**config.mk**
```make
export PLATFORM = sky130hd
export DESIGN_NAME = flash_init_seq
export DESIGN_NICKNAME = d
export VERILOG_FILES = /design/src/rtl/fis_pkg.sv /design/src/rtl/fis_shifter.sv /design/src/rtl/fis_ctrl.sv /design/src/rtl/flash_init_seq.sv
export SDC_FILE = /design/constraint.sdc
export NUM_CORES = 1
export LEC_CHECK = 0
export BUFFER_PORTS_ARGS = -buffer_cell sky130_fd_sc_hd__buf_2
export CORE_MARGIN = 1
export CORE_UTILIZATION = 45
export CTS_BUF_LIST = sky130_fd_sc_hd__clkbuf_16
export DETAILED_ROUTE_END_ITERATION = 10
export PLACE_DENSITY = 0.77
export SLEW_MARGIN = 20
export SYNTH_ARGS = -nofsm -noshare
export SYNTH_HDL_FRONTEND = slang
export SYNTH_SLANG_ARGS = --single-unit
```
**constraint.sdc**
```tcl
create_clock -name clk_i -period 3.4 [get_ports clk_i]
set_clock_uncertainty 0.15 [all_clocks]
set_input_delay 0.68 -clock clk_i [delete_from_list [all_inputs] [get_ports clk_i]]
set_output_delay 0.68 -clock clk_i [all_outputs]
set_load 0.02 [all_outputs]
```
**src/rtl/fis_pkg.sv**
```systemverilog
package fis_pkg;
  localparam int OP_W  = 8;
  localparam int LANES = 4;

  typedef enum logic [1:0] {
    LANE_X1  = 2'b00,
    LANE_X2  = 2'b01,
    LANE_X4  = 2'b10,
    LANE_RSV = 2'b11
  } lane_e;

  // msb-first packing gives chk at 28, cnt 27:26, lane 25:24
  typedef struct packed {
    logic            chk;
    logic [1:0]      cnt;
    lane_e           lane;
    logic [OP_W-1:0] op3;
    logic [OP_W-1:0] op2;
    logic [OP_W-1:0] op1;
  } cfg_t;

  localparam int CFG_W = $bits(cfg_t);

  typedef enum logic [2:0] {
    S_IDLE,
    S_ISSUE,
    S_XFER,
    S_GAP,
    S_POLL_OP,
    S_POLL_RD
  } st_e;
endpackage

```
**src/rtl/fis_shifter.sv**
```systemverilog
module fis_shifter import fis_pkg::*; #(
  parameter int DW = OP_W
) (
  input  logic          clk_i,
  input  logic          rst_ni,
  input  logic          ld_i,
  input  logic [DW-1:0] byte_i,
  input  lane_e         lane_i,
  input  logic          rx_i,
  input  logic          miso_i,
  output logic          sck_o,
  output logic [LANES-1:0] sdo_o,
  output logic [LANES-1:0] oe_o,
  output logic          rx_last_o,
  output logic          done_o
);
  localparam int CW = $clog2(DW + 1);
  localparam logic [CW-1:0] BEATS_X1 = CW'(DW);
  localparam logic [CW-1:0] BEATS_X2 = CW'(DW / 2);
  localparam logic [CW-1:0] BEATS_X4 = CW'(DW / 4);

  logic          active_q, phase_q, sck_q, done_q, rx_q, rx_last_q;
  logic [CW-1:0] cnt_q;
  logic [DW-1:0] sh_q;
  lane_e         lane_q;
  logic [CW-1:0] beats;

  always_comb begin
    unique case (lane_i)
      LANE_X2: beats = BEATS_X2;
      LANE_X4: beats = BEATS_X4;
      default: beats = BEATS_X1;
    endcase
  end

  always_ff @(posedge clk_i or negedge rst_ni) begin
    if (!rst_ni) begin
      active_q  <= 1'b0;
      phase_q   <= 1'b0;
      sck_q     <= 1'b0;
      done_q    <= 1'b0;
      rx_q      <= 1'b0;
      rx_last_q <= 1'b0;
      cnt_q     <= '0;
      sh_q      <= '0;
      lane_q    <= LANE_X1;
    end else begin
      done_q <= 1'b0;
      if (ld_i) begin
        sh_q     <= byte_i;
        lane_q   <= lane_i;
        rx_q     <= rx_i;
        cnt_q    <= beats;
        active_q <= 1'b1;
        phase_q  <= 1'b0;
        sck_q    <= 1'b0;
      end else if (active_q) begin
        if (!phase_q) begin
          sck_q   <= 1'b1;
          phase_q <= 1'b1;
          if (rx_q) rx_last_q <= miso_i;
        end else begin
          sck_q   <= 1'b0;
          phase_q <= 1'b0;
          unique case (lane_q)
            LANE_X2: sh_q <= sh_q << 2;
            LANE_X4: sh_q <= sh_q << 4;
            default: sh_q <= sh_q << 1;
          endcase
          if (cnt_q == CW'(1)) begin
            active_q <= 1'b0;
            done_q   <= 1'b1;
          end else begin
            cnt_q <= cnt_q - CW'(1);
          end
        end
      end
    end
  end

  always_comb begin
    sdo_o = '0;
    oe_o  = '0;
    if (active_q && !rx_q) begin
      unique case (lane_q)
        LANE_X2: begin sdo_o[1:0] = sh_q[DW-1 -: 2]; oe_o = 4'b0011; end
        LANE_X4: begin sdo_o      = sh_q[DW-1 -: 4]; oe_o = 4'b1111; end
        default: begin sdo_o[0]   = sh_q[DW-1];      oe_o = 4'b0001; end
      endcase
    end
  end

  assign sck_o     = sck_q;
  assign done_o    = done_q;
  assign rx_last_o = rx_last_q; // status bits arrive msb first, so busy bit 0 is last

  p_ld_idle_r3: assert property (@(posedge clk_i) disable iff (!rst_ni)
    ld_i |-> !active_q);
  p_done_sck_low_r3: assert property (@(posedge clk_i) disable iff (!rst_ni)
    done_q |-> !sck_q);
endmodule

```
**src/rtl/fis_ctrl.sv**
```systemverilog
module fis_ctrl import fis_pkg::*; #(
  parameter int          GAP_CYC = 2,
  parameter logic [OP_W-1:0] POLL_OP = 8'h05
) (
  input  logic            clk_i,
  input  logic            rst_ni,
  input  logic            start_i,
  input  cfg_t            cfg_i,
  input  logic            sh_done_i,
  input  logic            sh_last_i,
  output logic            ld_o,
  output logic [OP_W-1:0] ld_byte_o,
  output lane_e           ld_lane_o,
  output logic            ld_rx_o,
  output logic            cs_no,
  output logic            busy_o,
  output logic            done_o,
  output logic            err_o
);
  localparam int GW = (GAP_CYC < 2) ? 1 : $clog2(GAP_CYC);
  localparam logic [GW-1:0] GAP_LD = GW'(GAP_CYC - 1);

  st_e             state_q;
  cfg_t            cfg_q;
  logic [1:0]      idx_q;
  logic [GW-1:0]   gap_q;
  logic            cs_n_q, busy_q, done_q, err_q, ld_q, ld_rx_q;
  logic [OP_W-1:0] ld_byte_q, cmd_sel;
  lane_e           ld_lane_q;
  logic            more_work;

  always_comb begin
    unique case (idx_q)
      2'd0:    cmd_sel = cfg_q.op1;
      2'd1:    cmd_sel = cfg_q.op2;
      default: cmd_sel = cfg_q.op3;
    endcase
  end

  assign more_work = (idx_q < cfg_q.cnt) || cfg_q.chk;

  always_ff @(posedge clk_i or negedge rst_ni) begin
    if (!rst_ni) begin
      state_q   <= S_IDLE;
      cfg_q     <= '0;
      idx_q     <= '0;
      gap_q     <= '0;
      cs_n_q    <= 1'b1;
      busy_q    <= 1'b0;
      done_q    <= 1'b0;
      err_q     <= 1'b0;
      ld_q      <= 1'b0;
      ld_rx_q   <= 1'b0;
      ld_byte_q <= '0;
      ld_lane_q <= LANE_X1;
    end else begin
      ld_q   <= 1'b0;
      done_q <= 1'b0;
      err_q  <= 1'b0;
      unique case (state_q)
        S_IDLE: if (start_i) begin
          cfg_q <= cfg_i;
          idx_q <= '0;
          if (cfg_i.lane == LANE_RSV) begin
            done_q <= 1'b1;
            err_q  <= 1'b1;
          end else if (cfg_i.cnt == 2'd0 && !cfg_i.chk) begin
            done_q <= 1'b1;
          end else begin
            busy_q  <= 1'b1;
            state_q <= S_ISSUE;
          end
        end
        S_ISSUE: begin
          cs_n_q  <= 1'b0;
          ld_q    <= 1'b1;
          ld_rx_q <= 1'b0;
          if (idx_q < cfg_q.cnt) begin
            ld_byte_q <= cmd_sel;
            ld_lane_q <= cfg_q.lane;
            idx_q     <= idx_q + 2'd1;
            state_q   <= S_XFER;
          end else begin
            ld_byte_q <= POLL_OP;
            ld_lane_q <= LANE_X1;
            state_q   <= S_POLL_OP;
          end
        end
        S_XFER: if (sh_done_i) begin
          cs_n_q <= 1'b1;
          if (more_work) begin
            gap_q   <= GAP_LD;
            state_q <= S_GAP;
          end else begin
            busy_q  <= 1'b0;
            done_q  <= 1'b1;
            state_q <= S_IDLE;
          end
        end
        S_GAP: begin
          if (gap_q == '0) state_q <= S_ISSUE;
          else             gap_q   <= gap_q - GW'(1);
        end
        S_POLL_OP: if (sh_done_i) begin
          ld_q      <= 1'b1;
          ld_rx_q   <= 1'b1;
          ld_lane_q <= LANE_X1;
          state_q   <= S_POLL_RD;
        end
        S_POLL_RD: if (sh_done_i) begin
          if (sh_last_i) begin
            ld_q <= 1'b1; // still busy: clock another status byte
          end else begin
            cs_n_q  <= 1'b1;
            busy_q  <= 1'b0;
            done_q  <= 1'b1;
            state_q <= S_IDLE;
          end
        end
        default: state_q <= S_IDLE;
      endcase
    end
  end

  assign ld_o      = ld_q;
  assign ld_byte_o = ld_byte_q;
  assign ld_lane_o = ld_lane_q;
  assign ld_rx_o   = ld_rx_q;
  assign cs_no     = cs_n_q;
  assign busy_o    = busy_q;
  assign done_o    = done_q;
  assign err_o     = err_q;

  p_cs_gap_r6: assert property (@(posedge clk_i) disable iff (!rst_ni)
    $rose(cs_n_q) |=> cs_n_q);
  p_cfg_hold_r8: assert property (@(posedge clk_i) disable iff (!rst_ni)
    (busy_q && start_i) |=> $stable(cfg_q));
  p_ld_framed_r2: assert property (@(posedge clk_i) disable iff (!rst_ni)
    ld_q |-> !cs_n_q);
endmodule

```
**src/rtl/flash_init_seq.sv**
```systemverilog
module flash_init_seq import fis_pkg::*; #(
  parameter int GAP_CYC = 2
) (
  input  logic             clk_i,
  input  logic             rst_ni,
  input  logic [CFG_W-1:0] cfg_i,
  input  logic             start_i,
  input  logic             miso_i,
  output logic             cs_no,
  output logic             sck_o,
  output logic [LANES-1:0] sdo_o,
  output logic [LANES-1:0] sdo_oe_o,
  output logic             busy_o,
  output logic             done_o,
  output logic             err_o
);
  logic            ld, ld_rx, sh_done, sh_last;
  logic [OP_W-1:0] ld_byte;
  lane_e           ld_lane;

  fis_ctrl #(.GAP_CYC(GAP_CYC)) u_ctrl (
    .clk_i     (clk_i),
    .rst_ni    (rst_ni),
    .start_i   (start_i),
    .cfg_i     (cfg_t'(cfg_i)),
    .sh_done_i (sh_done),
    .sh_last_i (sh_last),
    .ld_o      (ld),
    .ld_byte_o (ld_byte),
    .ld_lane_o (ld_lane),
    .ld_rx_o   (ld_rx),
    .cs_no     (cs_no),
    .busy_o    (busy_o),
    .done_o    (done_o),
    .err_o     (err_o)
  );

  fis_shifter #(.DW(OP_W)) u_shift (
    .clk_i     (clk_i),
    .rst_ni    (rst_ni),
    .ld_i      (ld),
    .byte_i    (ld_byte),
    .lane_i    (ld_lane),
    .rx_i      (ld_rx),
    .miso_i    (miso_i),
    .sck_o     (sck_o),
    .sdo_o     (sdo_o),
    .oe_o      (sdo_oe_o),
    .rx_last_o (sh_last),
    .done_o    (sh_done)
  );

  p_sck_idle_r6: assert property (@(posedge clk_i) disable iff (!rst_ni)
    cs_no |-> !sck_o);
  p_done_idle_r5: assert property (@(posedge clk_i) disable iff (!rst_ni)
    done_o |-> (!busy_o && cs_no));
  p_err_done_r4: assert property (@(posedge clk_i) disable iff (!rst_ni)
    err_o |-> done_o);
  p_drive_framed_r10: assert property (@(posedge clk_i) disable iff (!rst_ni)
    (sdo_oe_o != '0) |-> !cs_no);
endmodule

```
* After elaboration in Yosys (flattened, before gate mapping)
Cells that the tools add are included.
Storage, ports and cells: output and inout port bits 13, input port bits 33, logic and storage cells 157, flip-flop bits (word level) 70
Operators by class: reductions and logical operators 25, equality and inequality tests 24, add/sub/neg operators 3, magnitude comparators 1, bitwise operators 2, mux-type cells 77
Operator list (number):
- $mux W1 | 37
- $mux W8 | 4
- $pmux W8 S2 | 2
- $mux W3 | 9
- $mux W4 | 6
- $pmux W3 S6 | 1
- $pmux W4 S2 | 2
- $reduce_and A8 Y1 | 2
- $ne A2 B2 Y1 const B | 7
- $mux W2 | 6
- $pmux W1 S3 | 4
- $ne A2 B1 Y1 const B | 5
- $reduce_bool A2 Y1 | 5
- $reduce_and A3 Y1 | 3
- $pmux W1 S2 | 4
- $pmux W2 S2 | 2
- $reduce_and A4 Y1 | 2
- $eq A2 B1 Y1 const B | 3
- $eq A2 B2 Y1 const B | 3
- $eq A3 B2 Y1 const B | 2
- $eq A3 B3 Y1 const B | 2
- $reduce_and A2 Y1 | 3
- $reduce_bool A3 Y1 | 2
- $eq A4 B1 Y1 const B | 1
- other kinds (11) | 15

* Logic depth before layout (Yosys ltp)
Gate-level depths: netlist (run 1).
word-level depth 6, mapped depth 7

* Hierarchy
From an unflattened synthesis (run 1), not the netlist that was laid out.
Second synthesis, totals: cells, all modules 384, area total of the unflattened synthesis 3498.4 um^2
By module, submodules not included:
- fis_ctrl | seq. area each 1277.5 um^2, times used 1, area an instance 2339.7 um^2, cells each 259
- fis_shifter | seq. area each 475.5 um^2, times used 1, area an instance 1158.6 um^2, cells each 125

* Worst setup path before layout (run 1)
Ideal clock, no wire load.
kind register to output, start register u_shift.lane_q[0], end output port sdo_o[1], cell stages (with the launch flop) 5, required time 2.570 ns, data arrival time 1.441 ns, setup slack 1.129 ns, cell sequence dfrtp_1 inv_1 ha_1 clkbuf_1 nor3_1
Between the ends: word-level cells in the longest chain between the ends 3
RTL lines:
- start, declared | RTL line fis_shifter.sv:25 | lane_e lane_q;
- start signal, assigned | RTL line fis_shifter.sv:51 | lane_q <= lane_i;
- $eq A2 B2 Y1 or $eq A2 B1 Y1 (tied branches) | RTL line fis_shifter.sv:85 | unique case (lane_q)
- $pmux W1 S2 (*) | RTL line fis_shifter.sv:85
- $mux W4 (*) | RTL line fis_shifter.sv:84 | if (active_q && !rx_q) begin
- end, declared | RTL line flash_init_seq.sv:11 | output logic [LANES-1:0] sdo_o,
Mark *: on every way between the ends. The rest lies on a longest branch, timed or not.

* Worst setup path in the final report (run 1)
start register u_shift.lane_q[0], end output port sdo_o[0]
Same word-level chain as after synthesis.

==> results of run 1 <==
-- layout by cell type, fill, tap and decap left out, drive strengths merged, types with 4 or more instances in the layout --
cell type,Yosys,routed
nand2,29,29
inv,12,13
dfrtp,69,69
buf,13,48
nand3b,5,5
nand2b,4,4
a22o,11,11
ha,9,9
a221oi,5,5
clkbuf,10,9
o21ai,23,23
a21oi,25,25
nor3,13,13
nor2,18,18
o31ai,7,7
and3,4,4
mux2,32,32
nor2b,5,5
-- flip-flops by register name, summed over array words and instances (netlist names), 2 cells and up --
register and count:
u_shift.sh_q 8, u_ctrl.state_q 3, u_shift.cnt_q 4, u_ctrl.ld_lane_o 2, u_ctrl.idx_q 2, u_shift.lane_q 2
u_ctrl.ld_byte_o 8, u_ctrl.cfg_q 29
-- routing by layer --
metal / global-route usage / wire length [um] / vias to the layer above / part of all wire
li1: - / - / 1274 / -
met4: 0.110 / 185 / 0 / 0.026
met3: 0.0311 / 204 / 11 / 0.029
met5: 0 / 0 / - / 0
met2: 0.292 / 3310 / 53 / 0.47
met1: 0.256 / 3360 / 1269 / 0.48
-- worst max path at each step --
stage	end	slack, ps
after floorplan	sdo_o[1]	1130
after global placement	u_shift.cnt_q[2]	1240
after detailed placement	u_ctrl.idx_q[1]	1140
after CTS	sdo_o[0]	860
after global routing	sdo_o[0]	740
final	sdo_o[0]	860
-- metrics by stage --
| step | hold WS (ps) | total power (W) | std cells | setup slack (ps) | instance area (um2) |
|---|---|---|---|---|---|
| after floorplan | 234 | 0.00285 | 333 | 1130 | 3520 |
| after global placement | 319 | 0.00313 | 457 | 1240 | 3770 |
| after detailed placement | 323 | 0.00322 | 457 | 1140 | 3770 |
| after CTS | 335 | 0.00415 | 473 | 859 | 4060 |
| after global routing | 258 | 0.00445 | 473 | 742 | 4070 |
| final | 202 | 0.00413 | 473 | 860 | 4070 |
-- logic make-up (layout without fill, tap and decap cells) --
group | count (synthesis) | count (layout) | share of synthesized area
AOI/OAI and AO/OA | 92 | 92 | 0.172
muxes | 33 | 33 | 0.106
xor gates and xnor gates | 1 | 1 | 0.00249
adders and majority gates | 9 | 9 | 0.0320
buffers and inverters | 35 | 76 | 0.0459
and+or+nand+nor | 93 | 93 | 0.143
DFF | 70 | 70 | 0.498
-- area by class of cell --
cell class              instances  area [um2]  share of cell area
multi-input cells             228        1600               0.394
well taps                      99         124              0.0305
repair buffers                 48         250              0.0615
inverters                      12        45.0              0.0111
clock inverters                 7        66.3              0.0163
flip-flops and latches         70        1750               0.431
clock buffers                   9         225              0.0554
-- where the power goes --
group / switching, W / internal [W]
clock network: 0.000343 / 0.000562
logic: 0.000888 / 0.000745
registers: 0.000383 / 0.00121
total: 0.00161 / 0.00252
-- worst register-to-register path, stage by stage, from the launching register on --
cell and delay [ps]:
dfrtp_1 710, a21oi_2 720, nor2_1 100, or3_1 360, a21oi_1 150
==> impl_metrics.json, run 1 <==
{
  "max_stage_delay_ps": 540,
  "ys_async_sr_fraction": 1.00,
  "cp.depth": 6,
  "synth_area_leaders": "dfrtp_1 (49%), mux2_1 (5.4%), mux2_2 (4.5%), a21oi_1 (3.4%), o21ai_0 (3.3%)",
  "power.density_nw_per_um2": 1020,
  "final_hold_viol_count": 0,
  "synth_area_per_cell_um2": 10.6,
  "grt_start_max_net_pins": 48,
  "antennaDiodeCount": 0,
  "arrival_ps": 1710,
  "worstPathCellList": "inv_1 -> ha_1 -> nor2_1 -> a21oi_1 -> nor2_1 -> buf_2",
  "crit_buf_inv": 2,
  "dp_hpwl_mm": 4.96,
  "synth.largest_area_cell": "dfrtp_1",
  "die-width_um": 90.4,
  "finalWirelength_mm": 7.06,
  "die_h_um": 90.4,
  "rows": 31,
  "grt-ovfl-total": 0,
  "ff2ff_path_depth": 4,
  "crit_start": "u_shift.lane_q[0]",
  "grt_usage": 0.190,
  "drive_gt1_frac": 0.230,
  "fill_cells": 638,
  "yosysMostFrequentCell": "dfrtp_1",
  "crit_fanout": 17,
  "cp-end-kind": "output port",
  "viasPerCell": 5.51,
  "coreArea_um2": 7410,
  "clock_sinks": 70,
  "syn_inst": 333,
  "clock_latency_ps": 330,
  "vdd_drop_max_v": 0.000442,
  "timing.rr.end": "u_shift.cnt_q[2]",
  "ys_seq_area_frac": 0.498,
  "yosysWarnings": 0,
  "relSlewSlack": 0.389,
  "path_class": "flop to output port",
  "cts_tree": "yes",
  "ctsResizeCount": 0,
  "period_share": 0.747,
  "cp_top_family": "adder cells",
  "cts_max_level": 3,
  "p_leak_nw": 1.83,
  "clk_pin_slew_worst_paths_ps": 60,
  "antenna_found_initial": 0,
  "worst_slew_pin_slew_ps": 917,
  "r2r_setup_slack_ps": 1130,
  "grt_pass1_wl_mm": 12.3,
  "synth_fp_nets": 375,
  "start_kind": "flop",
  "synth_area_um2": 3520,
  "ys_top_cells_by_count": "dfrtp_1 (69), nand2_1 (29), a21oi_1 (24), o21ai_0 (23)",
  "vias": 2607,
  "fin_util": 0.549,
  "crit_path_top_delay_cell": "ha_1",
  "root_buffer": "clkbuf_16",
  "io_pins": 46,
  "yosysTopAreaCellShare": 0.491,
  "drt_pass1_iterations": 4,
  "portBuffers": 45,
  "drv_slew": 0,
  "rr_startpoint": "u_ctrl.ld_o",
  "tns_ps": 0,
  "ys.flop_type": "dfrtp_1",
  "setup_violations": 0,
  "fin_nets": 411,
  "grt_pass1_vias": 2541,
  "required_ps": 2570,
  "cts_made_buffers": 9,
  "fp.dieArea_um2": 8170,
  "antenna_left": 0,
  "synth_edf_count": 0,
  "status": "completed",
  "area_growth_pct": 15.6,
  "place_congestion": 0.820,
  "postCtsSetupRepairBufs": 0,
  "ys_ff_latch": 70,
  "cpMostUsedCell": "nor2_1",
  "post-route-min-period_ps": 2540,
  "wl_per_cell_um": 14.9,
  "drv_cap": 0,
  "clk_path_buf_depth": 2,
  "holdBufCountCts": 0,
  "ys_types": 52,
  "timing.fmax_ghz": 0.394,
  "grt_setup_unrepaired": "false",
  "hp-class": "input pin to async pin",
  "remaining_drc_errors": 0,
  "drt_iter0_markers": 86,
  "initial_core_util": 0.475
}
Power figures use the tool's default switching activity.
==> run 2: changes to the inputs <==
- clock period: 3.4 -> 2.6 ns (I/O delays scaled with it)
==> impl_metrics.json, run 2 (synthesis results as in run 1) <==
{
  "path_class": "flop to output port",
  "antenna_left": 0,
  "holdBufCountCts": 0,
  "drt_pass1_iterations": 4,
  "root_buffer": "clkbuf_16",
  "grt_start_max_net_pins": 71,
  "drv_slew": 0,
  "max_stage_delay_ps": 560,
  "antenna_found_initial": 0,
  "holdWs_ps": 51.4,
  "tns_ps": 0,
  "die_h_um": 90.4,
  "r2r_setup_slack_ps": 530,
  "period_share": 0.927,
  "cts_tree": "yes",
  "grt_usage": 0.183,
  "post-route-min-period_ps": 2410,
  "layout_commonest_cell": "dfrtp_1",
  "initial_core_util": 0.475,
  "clk_pin_slew_worst_paths_ps": 60,
  "power.density_nw_per_um2": 1350,
  "vias": 2589,
  "io_pins": 46,
  "cts_max_level": 3,
  "drv_cap": 0,
  "relSlewSlack": 0.592,
  "place_congestion": 0.821,
  "worstPathCellList": "inv_1 -> ha_1 -> nor2_1 -> a21oi_1 -> nor2_1 -> buf_2",
  "start_kind": "flop",
  "final_hold_viol_count": 0,
  "remaining_drc_errors": 0,
  "crit_fanout": 17,
  "fp.dieArea_um2": 8170,
  "drt_iter0_markers": 185,
  "cp-end-kind": "output port",
  "required_ps": 1930,
  "crit_path_top_delay_cell": "ha_1",
  "clock_sinks": 70,
  "crit_start": "u_shift.lane_q[0]",
  "crit_buf_inv": 2,
  "ctsResizeCount": 0,
  "instances_no_fill": 475,
  "timing.rr.end": "u_ctrl.state_q[1]",
  "fin_nets": 413,
  "dp_cells": 459,
  "cp_top_family": "adder cells",
  "cts_made_buffers": 9,
  "wl_per_cell_um": 14.5,
  "worst_slew_pin_slew_ps": 612,
  "area_growth_pct": 17.4,
  "die-width_um": 90.4,
  "grt_pass1_wl_mm": 11.9,
  "ff2ff_path_depth": 4,
  "dp_hpwl_mm": 4.63,
  "portBuffers": 45,
  "hp-class": "input pin to async pin",
  "vdd_drop_max_v": 0.000591,
  "crit_end": "sdo_o[0]",
  "grt-ovfl-total": 0,
  "clock_latency_ps": 330,
  "p_leak_nw": 1.86,
  "largest_register": "u_ctrl.cfg_q",
  "coreArea_um2": 7410,
  "grt_setup_unrepaired": "false",
  "antennaDiodeCount": 0,
  "postCtsSetupRepairBufs": 0,
  "setup_violations": 0,
  "viasPerCell": 5.45,
  "largest_register_ffs": 29,
  "rr_startpoint": "u_ctrl.state_q[1]",
  "mostFrequentLayoutCells": "dfrtp_1 (69), buf_2 (45), nand2_1 (29)",
  "clk_path_buf_depth": 2,
  "rows": 31,
  "status": "completed",
  "timing.fmax_ghz": 0.415,
  "arrival_ps": 1740,
  "cpMostUsedCell": "nor2_1",
  "grt_pass1_vias": 2485,
  "finalWirelength_mm": 6.90,
  "drive_gt1_frac": 0.239,
  "cp.depth": 6
}
## run 2: cell count changes in the layout (fill, tap and decap cells not counted)
| cell | delta |
|---|---|
| inv_6 | +2 |
| buf_12 | +1 |
| buf_2 | +1 |
| bufinv_16 | +1 |
| clkinv_1 | -1 |
| clkinv_2 | -1 |
| clkinvlp_4 | -1 |
| inv_1 | -1 |
| inv_8 | +1 |
## run 2: worst register-to-register path: stages (launching register included)
cell	delay, ps
dfrtp_1	720
nor2b_1	200
a311oi_2	430
nand3_2	150
mux2_4	320
## run 2: layout make-up
| cell class | instances | area (um2) |
|---|---|---|
| clock buffer | 9 | 225 |
| clock inverter | 7 | 105 |
| fill | 658 | 3280 |
| inverter | 12 | 45.0 |
| multi-input combinational | 228 | 1600 |
| sequential | 70 | 1750 |
| tap | 99 | 124 |
| timing repair buffer | 50 | 275 |
## run 2: stage by stage
step / power (W) / instance area, um2 / util / setup slack [ps]
4_1_cts: 0.00562 / 4130 / 0.558 / 181
2_1_floorplan: 0.00373 / 3520 / - / 489
3_5_place_dp: 0.00423 / 3800 / 0.513 / 535
6_report: 0.00559 / 4130 / 0.558 / 189
3_3_place_gp: 0.00412 / 3800 / 0.513 / 584
5_1_grt: 0.00601 / 4130 / 0.558 / 73.7
## run 2: how the worst min path moves through the flow
stage,start,end,cells past startpoint
floorplan,rst_ni,u_ctrl.busy_o,0
global placement,u_ctrl.cfg_q[20],u_ctrl.cfg_q[20],1
detailed placement,u_ctrl.ld_byte_o[4],u_ctrl.ld_byte_o[4],2
CTS,rst_ni,u_shift.active_q,2
global route,rst_ni,u_shift.active_q,2
finish,rst_ni,u_shift.cnt_q[0],2
## run 2: routing by layer
metal  up-vias  GRT usage  share of wire
li1       1272          -              -
met1      1254      0.256           0.48
met2        52      0.277           0.47
met3        11     0.0303          0.030
met4         0     0.0887          0.019
met5         -          0              0
## run 2: power breakdown
part           internal (W)  switching [W]  leakage [nW]
combinational       0.00101        0.00121         0.843
sequential          0.00158       0.000442         0.862
clock              0.000854       0.000494         0.159
total               0.00344        0.00215          1.86
